### src/rtl/ccp_pkg.sv
package ccp_pkg;

   // fixed 7-bit device address carried by the first byte of a transaction
   localparam logic [6:0] CCP_DEV_ID = 7'b1001100;

   typedef logic [7:0] ccp_byte_t;

   // byte phase inside one select-low window
   typedef enum logic [2:0] {
      PH_DEVICE,
      PH_POINTER,
      PH_WRITE,
      PH_READ,
      PH_SKIP
   } ccp_phase_e;

endpackage

### src/rtl/ccp_sync.sv
// Multi-stage synchronizer for a vector of asynchronous pins.
module ccp_sync #(
   parameter int              WIDTH   = 3,
   parameter int              STAGES  = 2,
   parameter logic [WIDTH-1:0] RST_VAL = '0
) (
   input  logic             clk,
   input  logic             rst_n,
   input  logic [WIDTH-1:0] d,
   output logic [WIDTH-1:0] q
);

   if (STAGES < 2) begin : g_bad_stages
      $error("ccp_sync: STAGES must be at least 2");
   end
   if (WIDTH < 1) begin : g_bad_width
      $error("ccp_sync: WIDTH must be at least 1");
   end

   localparam int LAST = STAGES - 1;

   logic [WIDTH-1:0] stg [STAGES];

   always_ff @(posedge clk or negedge rst_n) begin
      if (!rst_n) begin
         for (int s = 0; s < STAGES; s++) begin
            stg[s] <= RST_VAL;
         end
      end else begin
         stg[0] <= d;
         for (int s = 1; s < STAGES; s++) begin
            stg[s] <= stg[s-1];
         end
      end
   end

   assign q = stg[LAST];

endmodule

### src/rtl/ccp_shifter.sv
// Bit engine: serial capture on rising sclk, serial launch on falling sclk.
module ccp_shifter
   import ccp_pkg::*;
#(
   parameter int BYTE_W = 8
) (
   input  logic              clk,
   input  logic              rst_n,
   input  logic              active,
   input  logic              sclk_lvl,
   input  logic              sdi_lvl,
   input  logic              load_en,
   input  logic [BYTE_W-1:0] load_byte,
   input  logic              tx_enable,
   output logic              sclk_fall,
   output logic              byte_done,
   output logic [BYTE_W-1:0] rx_byte,
   output logic              tx_bit
);

   if (BYTE_W < 2) begin : g_bad_byte
      $error("ccp_shifter: BYTE_W must be at least 2");
   end

   localparam int CNT_W = $clog2(BYTE_W);
   localparam logic [CNT_W-1:0] CNT_LAST = CNT_W'(BYTE_W - 1);

   logic              sclk_prev;
   logic              sclk_rise;
   logic [CNT_W-1:0]  bit_cnt;
   logic [BYTE_W-1:0] rx_sh;
   logic [BYTE_W-1:0] tx_sh;

   assign sclk_rise = sclk_lvl & ~sclk_prev;
   assign sclk_fall = ~sclk_lvl & sclk_prev;

   always_ff @(posedge clk or negedge rst_n) begin
      if (!rst_n) begin
         sclk_prev <= 1'b0;
      end else begin
         sclk_prev <= sclk_lvl;
      end
   end

   // capture side: framing restarts whenever the window closes
   always_ff @(posedge clk or negedge rst_n) begin
      if (!rst_n) begin
         bit_cnt   <= '0;
         rx_sh     <= '0;
         byte_done <= 1'b0;
      end else if (!active) begin
         bit_cnt   <= '0;
         byte_done <= 1'b0;
      end else begin
         byte_done <= 1'b0;
         if (sclk_rise) begin
            rx_sh     <= {rx_sh[BYTE_W-2:0], sdi_lvl};
            bit_cnt   <= (bit_cnt == CNT_LAST) ? '0 : bit_cnt + 1'b1;
            byte_done <= (bit_cnt == CNT_LAST);
         end
      end
   end

   assign rx_byte = rx_sh;

   // launch side: MSB first, advancing on each falling sclk edge
   always_ff @(posedge clk or negedge rst_n) begin
      if (!rst_n) begin
         tx_sh  <= '0;
         tx_bit <= 1'b0;
      end else if (load_en) begin
         tx_sh <= load_byte;
      end else if (active && tx_enable && sclk_fall) begin
         tx_bit <= tx_sh[BYTE_W-1];
         tx_sh  <= {tx_sh[BYTE_W-2:0], 1'b0};
      end
   end

endmodule

### src/rtl/ccp_regbank.sv
// Configuration register storage with a read-only identity slot.
module ccp_regbank #(
   parameter int               NREG       = 9,
   parameter int               FIRST_ADDR = 1,
   parameter int               ID_ADDR    = 1,
   parameter logic [NREG*8-1:0] DEFAULTS  = '0
) (
   input  logic              clk,
   input  logic              rst_n,
   input  logic              wr_en,
   input  logic [7:0]        wr_addr,
   input  logic [7:0]        wr_data,
   input  logic [7:0]        rd_addr,
   output logic [7:0]        rd_data,
   output logic [NREG*8-1:0] regs
);

   if (NREG < 1 || FIRST_ADDR + NREG > 256) begin : g_bad_window
      $error("ccp_regbank: register window does not fit an 8-bit pointer");
   end

   logic [7:0] store [NREG];

   for (genvar i = 0; i < NREG; i++) begin : g_reg
      localparam logic [7:0] ADDR = 8'(FIRST_ADDR + i);
      localparam logic [7:0] DEF  = DEFAULTS[i*8 +: 8];
      logic [7:0] q;

      if (FIRST_ADDR + i == ID_ADDR) begin : g_ro
         assign q = DEF;
      end else begin : g_rw
         always_ff @(posedge clk or negedge rst_n) begin
            if (!rst_n) begin
               q <= DEF;
            end else if (wr_en && (wr_addr == ADDR)) begin
               q <= wr_data;
            end
         end
      end

      assign store[i]       = q;
      assign regs[i*8 +: 8] = q;
   end

   always_comb begin
      rd_data = 8'h00;
      for (int i = 0; i < NREG; i++) begin
         if (rd_addr == 8'(FIRST_ADDR + i)) begin
            rd_data = store[i];
         end
      end
   end

endmodule

### src/rtl/ccp_ctrl.sv
// Mode latch, byte-phase sequencer and register pointer.
module ccp_ctrl
   import ccp_pkg::*;
#(
   parameter int         NREG       = 9,
   parameter int         FIRST_ADDR = 1,
   parameter logic [6:0] DEV_ID     = CCP_DEV_ID
) (
   input  logic       clk,
   input  logic       rst_n,
   input  logic       cs_lvl,
   input  logic       sclk_fall,
   input  logic       byte_done,
   input  logic [7:0] rx_byte,
   output logic       active,
   output logic       spi_mode,
   output logic       wr_en,
   output logic [7:0] wr_addr,
   output logic [7:0] wr_data,
   output logic [7:0] rd_addr,
   output logic       load_en,
   output logic       tx_enable,
   output logic       drive
);

   localparam logic [7:0] P_FIRST = 8'(FIRST_ADDR);
   localparam logic [7:0] P_LAST  = 8'(FIRST_ADDR + NREG - 1);

   ccp_phase_e phase;
   logic       cs_prev;
   logic       cs_fall;
   logic       mode_q;
   logic       load_req;
   logic       drive_q;
   logic [7:0] ptr;

   function automatic logic [7:0] ptr_next(input logic [7:0] p);
      if (p < P_FIRST || p >= P_LAST) begin
         return P_FIRST;
      end
      return p + 8'd1;
   endfunction

   assign cs_fall = cs_prev & ~cs_lvl;
   assign active  = mode_q & ~cs_lvl;

   // mode latch: set by the first select falling edge, cleared only by reset
   always_ff @(posedge clk or negedge rst_n) begin
      if (!rst_n) begin
         cs_prev <= 1'b1;
         mode_q  <= 1'b0;
      end else begin
         cs_prev <= cs_lvl;
         if (cs_fall) begin
            mode_q <= 1'b1;
         end
      end
   end

   always_ff @(posedge clk or negedge rst_n) begin
      if (!rst_n) begin
         phase    <= PH_DEVICE;
         ptr      <= P_FIRST;
         load_req <= 1'b0;
         drive_q  <= 1'b0;
      end else if (!active) begin
         phase    <= PH_DEVICE;
         load_req <= 1'b0;
         drive_q  <= 1'b0;
      end else begin
         load_req <= 1'b0;
         if (load_req) begin
            ptr <= ptr_next(ptr);
         end
         if (sclk_fall && phase == PH_READ) begin
            drive_q <= 1'b1;
         end
         if (byte_done) begin
            unique case (phase)
               PH_DEVICE: begin
                  if (rx_byte[7:1] != DEV_ID) begin
                     phase <= PH_SKIP;
                  end else if (rx_byte[0]) begin
                     phase    <= PH_READ;
                     load_req <= 1'b1;
                  end else begin
                     phase <= PH_POINTER;
                  end
               end
               PH_POINTER: begin
                  ptr   <= rx_byte;
                  phase <= PH_WRITE;
               end
               PH_WRITE: begin
                  ptr <= ptr_next(ptr);
               end
               PH_READ: begin
                  load_req <= 1'b1;
               end
               PH_SKIP: begin
                  phase <= PH_SKIP;
               end
               default: begin
                  phase <= PH_SKIP;
               end
            endcase
         end
      end
   end

   assign spi_mode  = mode_q;
   assign wr_en     = active & byte_done & (phase == PH_WRITE);
   assign wr_addr   = ptr;
   assign wr_data   = rx_byte;
   assign rd_addr   = ptr;
   assign load_en   = load_req;
   assign tx_enable = (phase == PH_READ);
   assign drive     = drive_q & active;

endmodule

### src/rtl/codec_ctl_port.sv
module codec_ctl_port
   import ccp_pkg::*;
#(
   parameter int               NREG        = 9,
   parameter int               FIRST_ADDR  = 1,
   parameter int               ID_ADDR     = 1,
   parameter int               SYNC_STAGES = 2,
   parameter logic [6:0]       DEV_ID      = CCP_DEV_ID,
   parameter logic [NREG*8-1:0] DEFAULTS   = 72'h00_40_B0_00_00_C0_09_00_72
) (
   input  logic              clk,
   input  logic              rst_n,
   input  logic              cs_n,
   input  logic              sclk,
   input  logic              sdi,
   output logic              sdo,
   output logic              sdo_oe,
   output logic              spi_mode,
   output logic [NREG*8-1:0] regs
);

   if (ID_ADDR < FIRST_ADDR || ID_ADDR >= FIRST_ADDR + NREG) begin : g_bad_id
      $error("codec_ctl_port: ID_ADDR lies outside the register window");
   end
   if (FIRST_ADDR < 1) begin : g_bad_first
      $error("codec_ctl_port: FIRST_ADDR must be at least 1");
   end

   localparam int          PIN_W   = 3;
   localparam logic [2:0]  PIN_RST = 3'b100;

   logic [PIN_W-1:0] pin_q;
   logic             cs_lvl;
   logic             sclk_lvl;
   logic             sdi_lvl;

   logic       active;
   logic       sclk_fall;
   logic       byte_done;
   logic [7:0] rx_byte;
   logic       tx_bit;
   logic       wr_en;
   logic [7:0] wr_addr;
   logic [7:0] wr_data;
   logic [7:0] rd_addr;
   logic [7:0] rd_data;
   logic       load_en;
   logic       tx_enable;
   logic       drive;

   ccp_sync #(
      .WIDTH   (PIN_W),
      .STAGES  (SYNC_STAGES),
      .RST_VAL (PIN_RST)
   ) u_sync (
      .clk   (clk),
      .rst_n (rst_n),
      .d     ({cs_n, sclk, sdi}),
      .q     (pin_q)
   );

   assign cs_lvl   = pin_q[2];
   assign sclk_lvl = pin_q[1];
   assign sdi_lvl  = pin_q[0];

   ccp_ctrl #(
      .NREG       (NREG),
      .FIRST_ADDR (FIRST_ADDR),
      .DEV_ID     (DEV_ID)
   ) u_ctrl (
      .clk       (clk),
      .rst_n     (rst_n),
      .cs_lvl    (cs_lvl),
      .sclk_fall (sclk_fall),
      .byte_done (byte_done),
      .rx_byte   (rx_byte),
      .active    (active),
      .spi_mode  (spi_mode),
      .wr_en     (wr_en),
      .wr_addr   (wr_addr),
      .wr_data   (wr_data),
      .rd_addr   (rd_addr),
      .load_en   (load_en),
      .tx_enable (tx_enable),
      .drive     (drive)
   );

   ccp_shifter #(
      .BYTE_W (8)
   ) u_shift (
      .clk       (clk),
      .rst_n     (rst_n),
      .active    (active),
      .sclk_lvl  (sclk_lvl),
      .sdi_lvl   (sdi_lvl),
      .load_en   (load_en),
      .load_byte (rd_data),
      .tx_enable (tx_enable),
      .sclk_fall (sclk_fall),
      .byte_done (byte_done),
      .rx_byte   (rx_byte),
      .tx_bit    (tx_bit)
   );

   ccp_regbank #(
      .NREG       (NREG),
      .FIRST_ADDR (FIRST_ADDR),
      .ID_ADDR    (ID_ADDR),
      .DEFAULTS   (DEFAULTS)
   ) u_bank (
      .clk     (clk),
      .rst_n   (rst_n),
      .wr_en   (wr_en),
      .wr_addr (wr_addr),
      .wr_data (wr_data),
      .rd_addr (rd_addr),
      .rd_data (rd_data),
      .regs    (regs)
   );

   assign sdo    = tx_bit;
   assign sdo_oe = drive;

endmodule

### config.mk
export PLATFORM = sky130hd
export DESIGN_NAME = codec_ctl_port
export DESIGN_NICKNAME = d
export VERILOG_FILES = /design/src/rtl/ccp_pkg.sv /design/src/rtl/ccp_sync.sv /design/src/rtl/ccp_shifter.sv /design/src/rtl/ccp_regbank.sv /design/src/rtl/ccp_ctrl.sv /design/src/rtl/codec_ctl_port.sv
export SDC_FILE = /design/constraint.sdc
export NUM_CORES = 1
export LEC_CHECK = 0
export ABC_CLOCK_PERIOD_IN_PS = 3300
export BUFFER_PORTS_ARGS = -buffer_cell sky130_fd_sc_hd__buf_2
export CORE_MARGIN = 2
export CORE_UTILIZATION = 55
export CTS_CLUSTER_DIAMETER = 40
export DETAILED_ROUTE_END_ITERATION = 8
export PLACE_DENSITY = 0.89
export SYNTH_ARGS = -nofsm -noshare
export SYNTH_HDL_FRONTEND = slang
export SYNTH_SLANG_ARGS = --single-unit
### constraint.sdc
create_clock -name clk -period 3.3 [get_ports clk]
set_input_delay 0.165 -clock clk [delete_from_list [all_inputs] [get_ports clk]]
set_output_delay 0.165 -clock clk [all_outputs]
set_load 0.01 [all_outputs]
==> metrics.md, run 1 <==
| Metric | Value |
|---|---|
| Crit path capture type | flip-flop |
| Ys Warns | 0 |
| Req. time, crit path | 3.58 ns |
| CTS tree | done |
| Initial antenna violation count | 0 |
| Netlist Area Pre-Place | 0.00536 mm^2 |
| Post-route DRC | 0 |
| Max Buffers Root-to-Sink | 2 |
| Total GRT Usage | 25.9% |
| Final Cycle Share | 78.6% |
| Slew HR | 34.3% |
| Vias in the first global route | 3,858 |
| Share of the synthesized area in the top cell type | 44.4% |
| Root Driver | clkbuf_8 |
| Reg2reg path depth | 4 |
| Crit path time final | 2.59 ns |
| Core Area | 0.00959 mm^2 |
| Most frequent cell after synthesis | dfrtp_1 |
| Number of distinct library cells after synthesis | 57 |
| Max Freq | 0.385 GHz |
| Fillers | 725 |
| Max-slew violations | 0 |
| Global route overflow | 0 |
| Post-synth ARST share | 100% |
| Crit Path Class | reg2reg |
| Leakage power | 2.89 nW |
| Peak VDD IR | 0.368 mV |
| Total power | 2.47 mW |
| Startpoint types | flip-flop |
| Antenna Cells | 0 |
| Num rows | 36 |
| Area Overhead vs Synth | 11.9% |
| GP Congestion | 0.880 |
| Die area | 0.0106 mm^2 |
| Crit path from | u_ctrl.rd_addr[5] |
| Post-synth EDFFs | 0 |
| Mapped Avg Cell Area | 11.4 um^2 |
| Top Ports | 80 |
| Worst-Margin Slew | 0.986 ns |
| Register bit total from synthesis | 107 |
| Detailed Place HPWL | 8.89 mm |
| Clk pin slew, worst setup/hold paths | 0.11 ns |
| Cell Pwr Density | 412 mW/mm^2 |
| Die height | 103 um |
| Final Hold Fails | 0 |
| Max cap viols | 0 |
| Critical R2R Capture | u_bank.g_reg[7].q[3] |
| Clk_lat worst skew | 0.38 ns |
| Status | finished clean |
| Fin nets | 540 |
| Drt wl/cell | 19.4 um |
| Worst hold path type | in2async |
| Worst r2r src | u_ctrl.rd_addr[5] |
| Post-CTS Setup Repair Bufs | 0 |
| Crit-path max FO | 11 |
| Unrepaired setup endpoints after global routing | no |
| Total Routed Length | 12.9 mm |
| Setup TNS | 0 ns |
| Fin Clk Skew | 0.0198 ns |
| Vias | 4,057 |
| Maximum level of the CTS H-tree | 3 |
| Largest net degree at the start of global routing | 41 |
| Mapped Cells | 469 |
| Area contributors post-synth | dfrtp_1 (44%), mux2_2 (13%), dfstp_2 (5.9%), mux2_4 (3.1%), nand2_1 (2.6%) |
| Initial drt markers | 445 |
| Worst setup path endpoint | u_bank.g_reg[7].q[3] |
| Synth cell count leaders | dfrtp_1 (95), mux2_2 (63), nand2_1 (37), a21oi_1 (24), clkbuf_1 (24) |
| Global-route wire length before repair | 20.6 mm |
| Vias per cell | 6.09 |
| Starting Density | 55.9% |
| Layout cell share with drive strength beyond 1 | 36.2% |
| Sink Count | 107 |
| Post-synth top area cell | dfrtp_1 |
| Port buffer count | 71 |
| Reg2reg setup slack | 0.71 ns |
| Seq/Total Area, Yosys | 50.2% |
| Crit path DAT | 2.87 ns |
| Total CTS buffers | 9 |
| Top_reg_cell synth | dfrtp_1 |
| Final Setup Violations | 0 |
| TritonRoute pass-1 iters | 5 |
| Die X | 103 um |
| Post-detailed-route count of antenna-violating nets | 0 |
cell type report:
| type | count | area, um^2 | share of cell area, % |
|---|---|---|---|
| flip-flops and latches | 107 | 2690 | 44.9 |
| multi-input cells | 313 | 2420 | 40.3 |
| repair buffers | 85 | 473 | 7.88 |
| well taps | 133 | 166 | 2.77 |
| clock buffers | 11 | 141 | 2.36 |
| clock inverters | 5 | 62.6 | 1.04 |
| inverters | 12 | 45.0 | 0.751 |
per-stage QoR:
stage          hold WS, ns  cell area [um^2]  std cells  setup WS (ns)  util (%)
6_report             0.294              6000        666          0.706      62.5
3_3_place_gp         0.170              5760        646          0.865      60.0
3_5_place_dp         0.167              5760        646          0.729      60.0
4_1_cts              0.323              6000        666          0.723      62.5
5_1_grt              0.337              6000        666          0.571      62.5
2_1_floorplan       -0.131              5380        475           1.22         -
power breakdown:
group          internal [mW]  switching, mW
logic                 0.0500         0.0476
registers               1.35          0.189
clock network          0.376          0.457
total                   1.78          0.694
metal layers:
layer	routed length, um	share of wire [%]	vias up	GRT usage, %
li1	-	-	1791	-
met5	0	0	-	0
met3	1120	8.6	38	7.32
met1	5400	42	2016	36.4
met4	403	3.1	0	9.03
met2	6020	47	212	39.0
critical path: stages, from the launching register on:
cell     delay [ns]
dfrtp_1        0.42
or4_1          0.67
nor3b_2        0.54
and3_1         0.48
mux2_2         0.39
how the worst min path moves through the flow:
| stage | slack, ns | cells after the start | to | start |
|---|---|---|---|---|
| floorplan | -0.13 | 0 | u_bank.g_reg[1].q[0] | rst_n |
| global placement | 0.17 | 1 | u_ctrl.drive_q | rst_n |
| detailed placement | 0.17 | 1 | u_shift.sclk_prev | rst_n |
| CTS | 0.32 | 2 | u_shift.bit_cnt[1] | rst_n |
| global route | 0.34 | 2 | u_shift.bit_cnt[1] | rst_n |
| finish | 0.29 | 2 | u_shift.bit_cnt[1] | rst_n |
logic make-up after synthesis:
logic type | after synthesis | synth area share [%]
other | 2 | 0.140
AND/OR/NAND/NOR | 120 | 13.2
adder cells (fa/ha/maj) | 7 | 1.63
buffers and inverters | 55 | 5.07
flip-flops | 107 | 50.2
multiplexers | 82 | 17.8
AO/OA/AOI/OAI | 95 | 11.7
XOR/XNOR | 1 | 0.163
cells in the final DEF, fill, tap and decap left out, types with 6 or more instances in the layout:
| cell | n |
|---|---|
| dfrtp_1 | 95 |
| a21oi_1 | 24 |
| mux2_2 | 63 |
| o221ai_1 | 6 |
| nor2_1 | 20 |
| nand3_1 | 11 |
| a221oi_1 | 6 |
| o21ai_0 | 21 |
| nor2b_1 | 11 |
| inv_1 | 12 |
| clkbuf_8 | 10 |
| mux2_4 | 11 |
| mux2i_1 | 8 |
| a211oi_1 | 6 |
| nand2b_1 | 7 |
| dfstp_2 | 12 |
| conb_1 | 8 |
| ha_1 | 7 |
| buf_2 | 70 |
| nand2_1 | 37 |
| buf_4 | 11 |
registers in the layout (all words and copies together), names as in the netlist:
signal and flops:
u_sync.stg 3, u_shift.tx_sh 8, u_shift.tx_bit 1, u_sync.q 3, u_ctrl.phase 3, u_shift.rx_byte 8, u_ctrl.load_en 1, u_shift.byte_done 1
u_ctrl.spi_mode 1, u_ctrl.rd_addr 8, u_bank.g.q 64, u_shift.sclk_prev 1, u_ctrl.drive_q 1, u_shift.bit_cnt 3, u_ctrl.cs_prev 1
repair_timing:
action	CTS	global route
hold buffers	4	0
gates resized for setup	0	0
hold endpoints to repair	37	0
(Power assumes the default switching activity.)
==> inputs of run 2 (changes only) <==
- ABC_CLOCK_PERIOD_IN_PS: 3300 -> 2250
- CORE_UTILIZATION: 55 -> 52
- clock period: 3.3 -> 2.25 ns (I/O delays scaled with it)
==> run 2 against run 1 <==
Cell count rose by 2.7%; non-clock buffer count rose by 15; global-route usage fell by 0.94 points; largest cell class unchanged; power rose by 44%; setup slack got worse by 0.66 ns; clock skew fell by 0.0041 ns; via count rose by 3.8%; fmax rose by 18%.
==> metrics.md, run 2 (synthesis gave the netlist of run 1 again) <==
| Metric | Value |
|---|---|
| TritonRoute pass-1 iters | 5 |
| Worst-Margin Slew | 0.727 ns |
| Placed Instances | 664 |
| Setup TNS | 0 ns |
| Fin nets | 555 |
| Clk pin slew, worst setup/hold paths | 0.11 ns |
| Unrepaired setup endpoints after global routing | yes |
| Vias per cell | 6.16 |
| Total Routed Length | 13.4 mm |
| Max Freq | 0.454 GHz |
| Reg2reg setup slack | 0.05 ns |
| Crit path capture type | flip-flop |
| Core Area | 0.0102 mm^2 |
| Initial drt markers | 566 |
| Layout cell share with drive strength beyond 1 | 38.7% |
| Largest net degree at the start of global routing | 50 |
| Peak VDD IR | 0.679 mV |
| Leakage power | 2.96 nW |
| Detailed Place HPWL | 9.43 mm |
| Crit path DAT | 2.48 ns |
| Maximum level of the CTS H-tree | 3 |
| Startpoint types | flip-flop |
| Max cap viols | 0 |
| Num rows | 37 |
| Initial antenna violation count | 0 |
| Post-route DRC | 0 |
| Clk_lat worst skew | 0.39 ns |
| Crit Path Class | reg2reg |
| Die height | 106 um |
| Top Ports | 80 |
| Starting Density | 52.6% |
| Commonest non-fill, non-tap cell in the layout | dfrtp_1 |
| Die area | 0.0111 mm^2 |
| Area Overhead vs Synth | 14.4% |
| Status | finished clean |
| Fin Clk Skew | 0.0157 ns |
| Cell Pwr Density | 580 mW/mm^2 |
| Post-detailed-route count of antenna-violating nets | 0 |
| Root Driver | clkbuf_8 |
| Worst hold path type | in2async |
| Crit-path max FO | 8 |
| Vias | 4,213 |
| Final Setup Violations | 0 |
| Final core utilization | 60.2% |
| Largest reg by FF count | u_bank.g.q |
| GP Congestion | 0.893 |
| Port buffer count | 71 |
| Req. time, crit path | 2.53 ns |
| Antenna Cells | 0 |
| Die X | 106 um |
| Hold slack | 0.262 ns |
| Total power | 3.56 mW |
| Post-route non-filler standard cell count | 684 |
| Total GRT Usage | 25.0% |
| Max reg flops | 64 |
| Global route overflow | 0 |
| CTS tree | done |
| Max Buffers Root-to-Sink | 2 |
| Vias in the first global route | 4,031 |
| Crit path time final | 2.20 ns |
| Final Hold Fails | 0 |
| Most frequent cells in the layout | dfrtp_1 (95), buf_2 (70), mux2_2 (63) |
| Final Cycle Share | 97.9% |
| Sink Count | 107 |
| Max-slew violations | 0 |
| Global-route wire length before repair | 21.6 mm |
| Total CTS buffers | 9 |
| Fillers | 788 |
| Slew HR | 51.1% |
| Drt wl/cell | 19.6 um |
## run 2: critical path, cell delays in order, from the launching register on
cell     delay (ns)
dfrtp_1        0.42
or4_1          0.64
buf_4          0.20
nor3_4         0.24
nand3_2        0.26
mux2_2         0.35
## run 2: final timing paths
| path | startpoint | cells past startpoint | endpoint |
|---|---|---|---|
| worst max-delay path | u_ctrl.rd_addr[5] | 5 | u_bank.g_reg[1].q[4] |
| worst min-delay path | rst_n | 2 | u_bank.g_reg[6].q[3] |
| worst max register to register | u_ctrl.rd_addr[5] | 5 | u_bank.g_reg[1].q[4] |
| worst min register to register | u_sync.stg[4] | 0 | u_sync.q[1] |
| max in group asynchronous | rst_n | 3 | u_bank.g_reg[3].q[7] |
| min in group clk | u_sync.stg[4] | 0 | u_sync.q[1] |
## run 2: metrics by stage
step / setup slack (ns) / instance area [um^2]
floorplan: 0.171 / 5380
global placement: 0.120 / 5900
detailed placement: 0.0755 / 5900
CTS: 0.0310 / 6120
global route: -0.0202 / 6130
finish: 0.0483 / 6130
## run 2: cell type report
class / count / area [um^2] / area share [%]
Timing Repair Buffer: 100 / 611 / 9.96
Sequential cell: 107 / 2690 / 43.9
Clock inverter: 6 / 48.8 / 0.796
Multi-Input combinational cell: 313 / 2430 / 39.6
Clock buffer: 10 / 138 / 2.24
Inverter: 12 / 45.0 / 0.734
Tap cell: 136 / 170 / 2.77
## run 2: power breakdown
group / switching [mW] / internal [mW] / total (mW)
sequential: 0.230 / 1.99 / 2.22
combinational: 0.122 / 0.0919 / 0.213
clock: 0.687 / 0.442 / 1.13
## run 2: layer usage
layer	wire length [um]	up-vias	track usage, %
met5	0	-	0
met4	399	0	9.49
met3	1090	47	5.13
met2	6370	228	39.5
met1	5560	2120	34.2
li1	-	1818	-
## run 2: repair_timing
| item | 4_1_cts | 5_1_grt |
|---|---|---|
| hold endpoints to repair | 44 | 0 |
| gates resized for setup | 0 | 3 |
| hold buffers | 4 | 0 |
| setup endpoints to repair | 0 | 32 |
| setup buffers | 0 | 0 |
==> inputs of run 3 (changes only) <==
--- a/config.mk
+++ b/config.mk
@@ -14,2 +14,3 @@
 export PLACE_DENSITY = 0.89
+export RECOVER_POWER = 50
 export SYNTH_ARGS = -nofsm -noshare
==> constraint.sdc (replaced) <==
create_clock -name clk -period 2.25 [get_ports clk]
set_input_delay 0.45 -clock clk [delete_from_list [all_inputs] [get_ports clk]]
set_output_delay 0.45 -clock clk [all_outputs]
set_load 0.01 [all_outputs]
==> run 3 against run 2 <==
Critical endpoint is now u_bank.g_reg[7].q[2]; power decreased by 1.8%; clock power shrank 4%; sequential power is essentially flat; combinational power decreased by 4%.
==> metrics.md, run 3 (synthesis gave the netlist of run 1 again) <==
| Metric | Value |
|---|---|
| Status | finished clean |
| GP Congestion | 0.904 |
| Area of the multi-input gates | 0.00243 mm^2 |
| Layout cell share with drive strength beyond 1 | 34.4% |
| Fin nets | 551 |
| Clk pin slew, worst setup/hold paths | 0.10 ns |
| Total CTS buffers | 9 |
| Max reg flops | 64 |
| Met2 usage | 37.7% |
| Max-slew violations | 0 |
| Most frequent cells in the layout | dfrtp_1 (95), mux2_2 (63), buf_2 (49) |
| Vias per cell | 6.21 |
| Fin worst setup slack | 0.0672 ns |
| Top Ports | 80 |
| Peak VDD IR | 0.586 mV |
| Fin Clk Skew | 0.0116 ns |
| Crit path capture type | flip-flop |
| Cell Pwr Density | 578 mW/mm^2 |
| Leakage power | 2.85 nW |
| Crit-path cells | or4_1, nor3b_2, and3_2, mux2_2 |
| Vias | 4,224 |
| Largest reg by FF count | u_bank.g.q |
| Worst hold path type | in2reg |
| Met3 Use GR | 5.07% |
| Max Freq | 0.458 GHz |
| Post-route non-filler standard cell count | 680 |
| Total Routed Length | 13.4 mm |
| Detailed Place HPWL | 9.34 mm |
| Worst-Margin Slew | 1.08 ns |
| GR Util met1 | 34.3% |
| Final Setup Violations | 0 |
| Max cap viols | 0 |
| Delay-heaviest family, CP | simple AND/OR/NAND/NOR gates |
| Post-route DRC | 0 |
| Startpoint types | flip-flop |
| Die X | 106 um |
| Total GRT Usage | 24.9% |
| Antenna Cells | 0 |
| TritonRoute pass-1 iters | 5 |
| Sink Count | 107 |
| Req. time, crit path | 2.51 ns |
| Clk_lat worst skew | 0.38 ns |
| Die area | 0.0111 mm^2 |
| Drt wl/cell | 19.7 um |
| Starting Density | 52.6% |
| Root Driver | clkbuf_8 |
| Final Cycle Share | 97.0% |
| CTS tree | done |
| Global route overflow | 0 |
| Pre-CTS setup slack | -0.00587 ns |
| Unrepaired setup endpoints after global routing | no |
| Global-route wire length before repair | 21.7 mm |
| Crit path time final | 2.18 ns |
| Slew HR | 28.2% |
| Vias in the first global route | 4,196 |
| Crit-path max FO | 8 |
| Area Overhead vs Synth | 12.8% |
| Largest net degree at the start of global routing | 65 |
| Port buffer count | 71 |
| Crit path DAT | 2.44 ns |
| Slowest stage delay, CP | 0.68 ns |
| Max Buffers Root-to-Sink | 2 |
| Global routing's busiest layer | met2 |
| Initial drt markers | 450 |
| Register area | 0.00269 mm^2 |
| Critical path buffers and inverters | 0 |
| Crit Path Class | reg2reg |
| Num rows | 37 |
| Post-detailed-route count of antenna-violating nets | 0 |
| Maximum level of the CTS H-tree | 3 |
| Placed Instances | 663 |
| Slowest stage cell, crit path | or4_1 |
| Core Area | 0.0102 mm^2 |
| Initial antenna violation count | 0 |
| Commonest non-fill, non-tap cell in the layout | dfrtp_1 |
| Die height | 106 um |
| Final Hold Fails | 0 |
| Fillers | 810 |
[run 3: through the flow]
stage                     hold slack, ns  power, mW  cell area, um^2  setup TNS, ns  utilization, %
after detailed placement           0.336       2.44             5890        -0.0121            57.8
after CTS                          0.150       3.51             6080              0            59.7
final                              0.164       3.49             6050              0            59.4
after floorplan                    0.154       2.27             5380              0               -
after global routing               0.145       3.62             6050              0            59.4
after global placement             0.336       2.42             5890              0            57.8
[run 3: worst paths after layout]
path / cells past startpoint / startpoint / slack (ns) / to
hold / removal: 1 / cs_n / 0.16 / u_sync.stg[5]
setup / recovery: 4 / u_ctrl.rd_addr[5] / 0.07 / u_bank.g_reg[7].q[2]
setup reg to reg: 4 / u_ctrl.rd_addr[5] / 0.07 / u_bank.g_reg[7].q[2]
min in group asynchronous: 2 / rst_n / 0.80 / u_shift.rx_byte[0]
max in group asynchronous: 3 / rst_n / 0.33 / u_ctrl.rd_addr[3]
hold reg to reg: 0 / u_sync.stg[3] / 0.36 / u_sync.q[0]
[run 3: metal layers]
| metal | up-vias | part of all wire (%) | routed length, um |
|---|---|---|---|
| li1 | 1817 | - | - |
| met1 | 2109 | 40 | 5400 |
| met2 | 251 | 47 | 6340 |
| met3 | 47 | 8.5 | 1140 |
| met4 | 0 | 4.0 | 534 |
| met5 | - | 0 | 0 |
[run 3: what timing repair did]
item | in CTS | in global routing
pin swaps | 0 | 0
endpoints found under the setup margin | 7 | 10
setup buffers | 0 | 0
endpoints found under the hold margin | 15 | 0
hold buffers | 1 | 0
resized for setup | 1 | 3
[run 3: area by class of cell]
class | instances | share of cell area [%]
Tap cell | 136 | 2.81
Inverter | 12 | 0.745
Multi-Input combinational cell | 313 | 40.2
Sequential cell | 107 | 44.5
Clock inverter | 6 | 0.827
Clock buffer | 10 | 2.11
Timing Repair Buffer | 96 | 8.83
[run 3: power by group]
group	leakage, nW	switching [mW]	internal [mW]	total [mW]
clock network	0.0884	0.671	0.415	1.09
logic	1.33	0.118	0.0856	0.204
registers	1.42	0.217	1.99	2.20
total	2.85	1.01	2.49	3.49
